[src/rtl/ptr_agen_pkg.sv]
package ptr_agen_pkg;
  localparam logic [1:0] SEL_X    = 2'd0;
  localparam logic [1:0] SEL_Y    = 2'd1;
  localparam logic [1:0] SEL_Z    = 2'd2;
  localparam logic [1:0] SEL_NONE = 2'd3;

  localparam logic [2:0] MODE_PLAIN   = 3'd0;
  localparam logic [2:0] MODE_POSTINC = 3'd1;
  localparam logic [2:0] MODE_PREDEC  = 3'd2;
  localparam logic [2:0] MODE_DISP    = 3'd3;
  localparam logic [2:0] MODE_IOPORT  = 3'd4;

  localparam logic [1:0] REG_RF   = 2'd0;
  localparam logic [1:0] REG_IO   = 2'd1;
  localparam logic [1:0] REG_SRAM = 2'd2;
endpackage

[src/rtl/ptr_mux.sv]
module ptr_mux
  import ptr_agen_pkg::*;
#(
  parameter int AW = 16
) (
  input  logic [1:0]    sel,
  input  logic [AW-1:0] x_in,
  input  logic [AW-1:0] y_in,
  input  logic [AW-1:0] z_in,
  output logic [AW-1:0] ptr,
  output logic          is_x,
  output logic          sel_ok
);
  always_comb begin
    ptr    = x_in;
    is_x   = 1'b0;
    sel_ok = 1'b1;
    unique case (sel)
      SEL_X: begin ptr = x_in; is_x = 1'b1; end
      SEL_Y: ptr = y_in;
      SEL_Z: ptr = z_in;
      default: sel_ok = 1'b0;
    endcase
  end
endmodule

[src/rtl/ptr_arith.sv]
module ptr_arith
  import ptr_agen_pkg::*;
#(
  parameter int AW      = 16,
  parameter int DW      = 6,
  parameter int IO_BASE = 32
) (
  input  logic [2:0]    mode,
  input  logic [AW-1:0] ptr,
  input  logic          is_x,
  input  logic [DW-1:0] disp,
  output logic [AW-1:0] ea,
  output logic          wb_need,
  output logic [AW-1:0] wb_val
);
  localparam logic [AW-1:0] ONE  = AW'(1);
  localparam logic [AW-1:0] BASE = AW'(IO_BASE);

  logic [AW-1:0] disp_ext;
  assign disp_ext = {{(AW-DW){1'b0}}, disp};

  always_comb begin
    ea      = ptr;
    wb_need = 1'b0;
    wb_val  = ptr;
    case (mode)
      MODE_POSTINC: begin
        wb_need = 1'b1;
        wb_val  = ptr + ONE;
      end
      MODE_PREDEC: begin
        wb_need = 1'b1;
        ea      = ptr - ONE;
        wb_val  = ptr - ONE;
      end
      MODE_DISP: begin
        if (!is_x) ea = ptr + disp_ext;
      end
      MODE_IOPORT: ea = disp_ext + BASE;
      default: ;
    endcase
  end
endmodule

[src/rtl/region_dec.sv]
module region_dec
  import ptr_agen_pkg::*;
#(
  parameter int AW      = 16,
  parameter int RF_SIZE = 32,
  parameter int IO_SIZE = 64
) (
  input  logic [AW-1:0] addr,
  output logic [1:0]    region
);
  localparam logic [AW-1:0] RF_END = AW'(RF_SIZE);
  localparam logic [AW-1:0] IO_END = AW'(RF_SIZE + IO_SIZE);

  always_comb begin
    if (addr < RF_END)      region = REG_RF;
    else if (addr < IO_END) region = REG_IO;
    else                    region = REG_SRAM;
  end
endmodule

[src/rtl/ptr_agen.sv]
module ptr_agen
  import ptr_agen_pkg::*;
#(
  parameter int ADDR_W  = 16,
  parameter int DISP_W  = 6,
  parameter int RF_SIZE = 32,
  parameter int IO_SIZE = 64
) (
  input  logic              clk,
  input  logic              rst,
  input  logic              strobe,
  input  logic [1:0]        ptr_sel,
  input  logic [2:0]        mode,
  input  logic [DISP_W-1:0] disp,
  input  logic [ADDR_W-1:0] x_ptr,
  input  logic [ADDR_W-1:0] y_ptr,
  input  logic [ADDR_W-1:0] z_ptr,
  output logic              acc_valid,
  output logic [ADDR_W-1:0] eff_addr,
  output logic [1:0]        region,
  output logic              wb_en,
  output logic [1:0]        wb_sel,
  output logic [ADDR_W-1:0] wb_value,
  output logic [ADDR_W-1:0] z_addr
);
  localparam int IO_BASE = RF_SIZE;

  logic [ADDR_W-1:0] sel_ptr, ea_c, wbv_c;
  logic              is_x, sel_ok, wb_need;
  logic [1:0]        region_c;
  logic              accept;

  ptr_mux #(.AW(ADDR_W)) u_mux (
    .sel(ptr_sel), .x_in(x_ptr), .y_in(y_ptr), .z_in(z_ptr),
    .ptr(sel_ptr), .is_x(is_x), .sel_ok(sel_ok)
  );

  ptr_arith #(.AW(ADDR_W), .DW(DISP_W), .IO_BASE(IO_BASE)) u_arith (
    .mode(mode), .ptr(sel_ptr), .is_x(is_x), .disp(disp),
    .ea(ea_c), .wb_need(wb_need), .wb_val(wbv_c)
  );

  region_dec #(.AW(ADDR_W), .RF_SIZE(RF_SIZE), .IO_SIZE(IO_SIZE)) u_region (
    .addr(ea_c), .region(region_c)
  );

  // the second cycle of an access doubles as the busy slot
  assign accept = strobe && sel_ok && !acc_valid;

  always_ff @(posedge clk) begin
    if (rst) begin
      acc_valid <= 1'b0;
      eff_addr  <= '0;
      region    <= REG_RF;
      wb_en     <= 1'b0;
      wb_sel    <= SEL_X;
      wb_value  <= '0;
      z_addr    <= '0;
    end else begin
      z_addr    <= z_ptr;
      acc_valid <= accept;
      wb_en     <= accept && wb_need;
      if (accept) begin
        eff_addr <= ea_c;
        region   <= region_c;
        wb_sel   <= ptr_sel;
        wb_value <= wbv_c;
      end
    end
  end

  // a valid pulse never lasts two cycles
  p_single_pulse_r9: assert property (@(posedge clk) disable iff (rst)
    acc_valid |=> !acc_valid);

  // write-back only during a valid address phase
  p_wb_in_valid_r2: assert property (@(posedge clk) disable iff (rst)
    wb_en |-> acc_valid);

  // post-increment writes back the address plus one
  p_postinc_r3: assert property (@(posedge clk) disable iff (rst)
    (acc_valid && $past(mode) == MODE_POSTINC) |->
      (wb_en && wb_value == eff_addr + ADDR_W'(1)));

  // pre-decrement uses and writes back the same value
  p_predec_r4: assert property (@(posedge clk) disable iff (rst)
    (acc_valid && $past(mode) == MODE_PREDEC) |-> (wb_en && wb_value == eff_addr));

  // an empty select never yields a valid phase
  p_nosel_r10: assert property (@(posedge clk) disable iff (rst)
    (strobe && ptr_sel == SEL_NONE) |=> !acc_valid);

  // address below the register file end decodes as register file
  p_region_rf_r8: assert property (@(posedge clk) disable iff (rst)
    (acc_valid && eff_addr < ADDR_W'(RF_SIZE)) |-> region == REG_RF);

  // Z export lags the input by one edge
  p_zaddr_r11: assert property (@(posedge clk) disable iff (rst)
    !$past(rst) |-> z_addr == $past(z_ptr));
endmodule

[config.mk]
export PLATFORM = sky130hd
export DESIGN_NAME = ptr_agen
export DESIGN_NICKNAME = d
export VERILOG_FILES = /design/src/rtl/ptr_agen_pkg.sv /design/src/rtl/ptr_mux.sv /design/src/rtl/ptr_arith.sv /design/src/rtl/region_dec.sv /design/src/rtl/ptr_agen.sv
export SDC_FILE = /design/constraint.sdc
export NUM_CORES = 1
export LEC_CHECK = 0
export BUFFER_PORTS_ARGS = -buffer_cell sky130_fd_sc_hd__buf_4
export CORE_MARGIN = 1.5
export CORE_UTILIZATION = 40
export CTS_CLUSTER_DIAMETER = 60
export DETAILED_ROUTE_END_ITERATION = 8
export SLEW_MARGIN = 30
export SYNTH_ARGS = -nofsm -noshare
export SYNTH_HDL_FRONTEND = slang
export SYNTH_HIERARCHICAL = 1
export SYNTH_SLANG_ARGS = --single-unit
[constraint.sdc]
create_clock -name clk -period 4.4 [get_ports clk]
set_input_delay 0.66 -clock clk [delete_from_list [all_inputs] [get_ports clk]]
set_output_delay 0.66 -clock clk [all_outputs]
set_load 0.1 [all_outputs]
Word level (Yosys, flattened, before mapping)
Index checks and enable logic that the tools add are counted.
{ "classes": {"shift": 0, "n_div": 0, "n_eq_ne": 6, "reduce_logical": 7, "mul": 0, "bitwise_logic": 0, "n_lt_le_gt_ge": 2, "mux": 9, "addsub": 4} }
{ "op_table": {"columns": ["cell", "count"], "rows": [
  ["16-bit one-hot mux with 2 select lines", 2],
  ["16-bit one-hot mux with 3 select lines", 1],
  ["16-bit by 1-bit adder with 16-bit output, second input constant", 1],
  ["16-bit by 6-bit adder with 16-bit output", 1],
  ["16-bit by 6-bit < comparator with 1-bit output, second input constant", 1],
  ["16-bit by 7-bit < comparator with 1-bit output, second input constant", 1],
  ["16-bit 2-to-1 mux", 1],
  ["16-bit by 1-bit subtractor with 16-bit output, second input constant", 1],
  ["6-bit by 6-bit adder with 7-bit output, second input constant", 1],
  ["3-bit by 2-bit equality test with 1-bit output, second input constant", 2],
  ["2-bit 2-to-1 mux", 2],
  ["3-bit by 1-bit equality test with 1-bit output, second input constant", 1],
  ["3-bit equality test, second input constant", 1],
  ["1-bit logical AND", 3],
  ["1-bit 2-to-1 mux", 3],
  ["3-bit OR reduction", 1],
  ["2-bit by 1-bit equality test with 1-bit output, second input constant", 1],
  ["2-bit equality test, second input constant", 1],
  ["2-bit zero test", 1],
  ["2-bit OR reduction", 1],
  ["1-bit zero test", 1]
]} }
{ "totals": {"output_inout_bits": 54, "inputBits": 62, "latch_bits": 0, "elab_cells": 35, "memories": 0, "regBits": 54, "ram_bits": 0, "rom_bits": 0} }

Depth between registers and ports, before layout
{ "logic_depth": {"depth_word": 8, "mapped_depth": 17, "mapped_depth_nobuf": 15} }

By module
Netlist, hierarchy kept.
{ "modules_own_cells": {"columns": ["mod", "cells_each", "n_inst", "area_per_inst_um2"], "rows": [
  ["ptr_agen", 196, 1, 2108.3],
  ["ptr_arith", 257, 1, 1630.3],
  ["ptr_mux", 62, 1, 484.2],
  ["region_dec", 7, 1, 48.8]
]} }

Worst setup path before layout
Ideal clock, no wire load.
{ "synth_path": {"path_kind": "input to register", "start": "in ptr_sel[0]", "end": "reg region[0]", "cell_stages": 14, "setup_time_ns": 0.072, "arrival_ns": 3.594, "n_path_buf": 1, "path_slack_ns": 0.735, "t_required_ns": 4.328, "cell_sequence": "inv_1 -> ha_1 -> buf_4 -> nor2_1 -> a21oi_1 -> fa_1 -> a211oi_1 -> o21a_1 -> or3b_1 -> o311a_1 -> nor4_2 -> and4_1 -> nand2b_1 -> mux2i_1"} }
{ "synth_via": {"elab_chain_cells": 8} }
{ "synth_lines": {"columns": ["element", "line", "text"], "rows": [
  ["start: declaration", "ptr_agen.sv:12", "input logic [1:0] ptr_sel,"],
  ["2-bit equality test / 2-bit by 1-bit equality test with 1-bit output (equally long branches)", "ptr_mux.sv:18", "unique case (sel)"],
  ["16-bit one-hot mux with 2 select lines *", "ptr_mux.sv:18", null],
  ["net sel_ptr[1]", "ptr_agen.sv:28", "logic [ADDR_W-1:0] sel_ptr, ea_c, wbv_c;"],
  ["16-bit by 6-bit adder with 16-bit output", "ptr_arith.sv:37", "if (!is_x) ea = ptr + disp_ext;"],
  ["16-bit 2-to-1 mux", "ptr_arith.sv:37", null],
  ["16-bit one-hot mux with 3 select lines *", "ptr_arith.sv:26", "case (mode)"],
  ["net ea_c[14]", "ptr_agen.sv:28", null],
  ["16-bit by 7-bit < comparator with 1-bit output", "region_dec.sv:16", "else if (addr < IO_END) region = REG_IO;"],
  ["2-bit 2-to-1 mux", "region_dec.sv:16", null],
  ["2-bit 2-to-1 mux *", "region_dec.sv:15", "if (addr < RF_END) region = REG_RF;"],
  ["net region_c[0]", "ptr_agen.sv:30", "logic [1:0] region_c;"],
  ["end signal: assignment", "ptr_agen.sv:65", "region <= region_c;"],
  ["end: declaration", "ptr_agen.sv:20", "output logic [1:0] region,"]
]} }
Mark *: on every way through the listed nets, which the timed path passes. The rest lies on a longest branch.
A chain may end at the register's enable or synchronous reset.

Worst setup path after layout
Ends and elaborated chain as after synthesis.

==> run summary <==
Die ar. = 11,300 um2
Worst slew pin tran = 0.739 ns
Kind of critical path = in2reg
Global-route usage over all layers = 23.7%
Most used DFF post-synth = dfxtp_1
Crit-path leading delay family = adder cells
Drt via density = 5.65
CP max-delay cell = ha_1
Sequential area share after synthesis = 25.3%
CTS Buf Count = 5
Total core area = 10,300 um2
Nets@finish = 696
Met1 GRT Util = 31.9%
Initial antenna violation count = 0
N_diodes = 0
Clock latency on the worst-skew pair = 0.31 ns
WP data required = 4.65 ns
Worst hold-check path type = reg2reg
Placer Congestion = 0.950
Worst Path Max Fanout = 16
Peak VDD IR = 136 uV
# hold bufs at CTS = 0
Tmin final = 3.93 ns
P_int = 0.914 mW
TNS Setup = 0 ns
Gr busiest metal = met2
Highest Clock Rate = 255 MHz
GRT met3 Usage = 2.02%
Final WL = 13.2 mm
Final period util = 89.3%
Worst R2R Setup Slack = 2.95 ns
Global-route met2 utilization = 39.3%
Leak pwr = 2.19 nW
H-tree levels = 2
Root buf cell = clkbuf_8
Hold_ws = 0.478 ns
Pwr Density = 316 nW/um2
Area grow syn2layout = 24.1%
Area leader, netlist = dfxtp_1
Share of cells above drive strength 1 = 28.6%
Ys async rst share = 0%
Synth Cell Area = 4270 um2
Final Util = 51.4%
GR Overflow Total = 0
Number of I/O port buffers = 115
Wirelength per Cell = 17.4 um
Top cells by count, synth = 74 x nand2b_1, 54 x dfxtp_1, 46 x nor2_1, 37 x mux2i_1, 27 x clkbuf_1
Clock transition at path regs = 0.10 ns
Clock Path Buffers = 2
Final worst slack = 0.471 ns
Max-cap violations = 0
Vias in the first global route = 4,126
# IOs = 116
Mapped Nets = 597
Area contributors post-synth = dfxtp_1 25%, nand2b_1 11%, mux2i_1 8.7%, nor2_1 4.0%, ha_1 3.5%
Starting density of the core = 41.4%
# DRC = 0
Setup violators final = 0
Post-synth top area share = 25.3%
Via count = 4,282
Seq pwr share = 32.4%
Count leader, synth = nand2b_1
Crit end category = register
Net Sw Frac = 45.4%
Worst-path cell chain = buf_4, inv_1, ha_1, a21oi_1, ha_1, fa_1, a211oi_1, o21a_1, nor3_1, xnor2_1, a21oi_1, xor2_1, and4_1, nand2b_1, mux2i_1
Logic pwr share = 50.1%
Worst path max stage delay = 0.62 ns
Final std cell area, no fill = 5300 um2
Initial DRC count = 350
Library cells used by synthesis = 64
Startpoint Class = primary input
Final Max Tran Viols = 0
Ys Warns = 6
Critical path buffer and inverter count = 2
Number of synthesized register bits = 54
Setup Fix Bufs, Post-CTS = 0
Critical Path AT = 4.18 ns
Antenna viol nets, final = 0
Resized Gates After CTS = 0
Slew HR = 50.6%
Fin. Hold Viols = 0
P_sw = 0.759 mW
Syn Inst Count = 522
FP Rows = 37
CTS sink count = 54
Post-synth EDFFs = 0
Die X = 106 um
First-pass GRT wire length = 21.5 mm
CTS tree = built
Die Y = 106 um
Pre-CTS setup slack = 0.216 ns
DP Area = 5210 um2
Worst Skew = 0.00311 ns
HPWL Detailed = 10.2 mm
Clk network pwr share = 17.6%
RSZ-0062 raised after global routing = false
Detailed-router iteration count before antenna repair = 5
Status = finished, final reports clean
Syn avg cell area = 8.18 um2
Largest net degree at the start of global routing = 91
## worst paths after layout
kind,cells past startpoint,end,startpoint
worst max-delay path,15,region[0],ptr_sel[0]
worst min-delay path,2,wb_value[7],wb_value[7]
worst max register to register,2,eff_addr[3],acc_valid
worst min register to register,2,wb_value[7],wb_value[7]
## final cells by class
class,count,area [um2]
repair buffers,137,1030
clock buffers,6,82.6
multi-input cells,412,2890
inverters,11,41.3
fillers,990,5020
clock inverters,2,12.5
flip-flops and latches,54,1080
well taps,136,170
## worst min-delay path, delay by kind of cell (launching register included)
kind	cells	cell delay, ns
AND/OR/NAND/NOR	1	0.06
multiplexers	1	0.06
flip-flops	1	0.32
## per-stage QoR
step	total power, mW	instances
2_1_floorplan	1.17	522
3_3_place_gp	1.38	750
3_5_place_dp	1.38	750
4_1_cts	1.68	758
5_1_grt	1.76	758
6_report	1.67	758
## state kept, by name (all words and copies together), names as in the netlist
signal	cells
eff_addr	16
wb_value	16
z_addr	16
region	2
wb_sel	2
acc_valid	1
wb_en	1
## power by group through the flow
stage	combinational (mW)	clock, mW	sequential [mW]
global placement	0.832	0	0.552
global route	0.892	0.324	0.546
detailed placement	0.829	0	0.553
CTS	0.830	0.306	0.542
finish	0.838	0.294	0.541
floorplan	0.358	0	0.808
## kinds of logic after synthesis
logic type	Yosys count	synth area share (%)
adders and majority gates	13	3.98
xor gates and xnor gates	23	4.72
AOI/OAI and AO/OA	117	20.2
buffers and inverters	56	7.21
muxes	37	8.67
DFF	54	25.3
and+or+nand+nor	222	29.9
## cells in the final DEF (no fill, tap or decap), types with 4 or more instances in the layout
master and count:
a21oi_1 23, and4_1 4, a21o_1 5, nand2_1 17, buf_4 137, inv_1 11
mux2i_1 37, nand3_1 6, ha_1 12, a21oi_2 10, a211oi_1 5, xor2_1 8
nor4_1 6, nand4_1 8, nand2b_1 74, clkbuf_8 6, a22oi_1 10, nor2b_1 18
a22oi_2 10, nor2_1 46, xnor2_1 15, a41oi_1 4, o21ai_0 20, nor3_1 14
dfxtp_1 54
## metal layers
layer	vias to the layer above	share of wire [%]
met5	-	0
met4	0	2.7
met3	26	5.2
met2	164	47
met1	2046	45
li1	2046	-
Note: power is estimated with default switching activity, not from simulation.
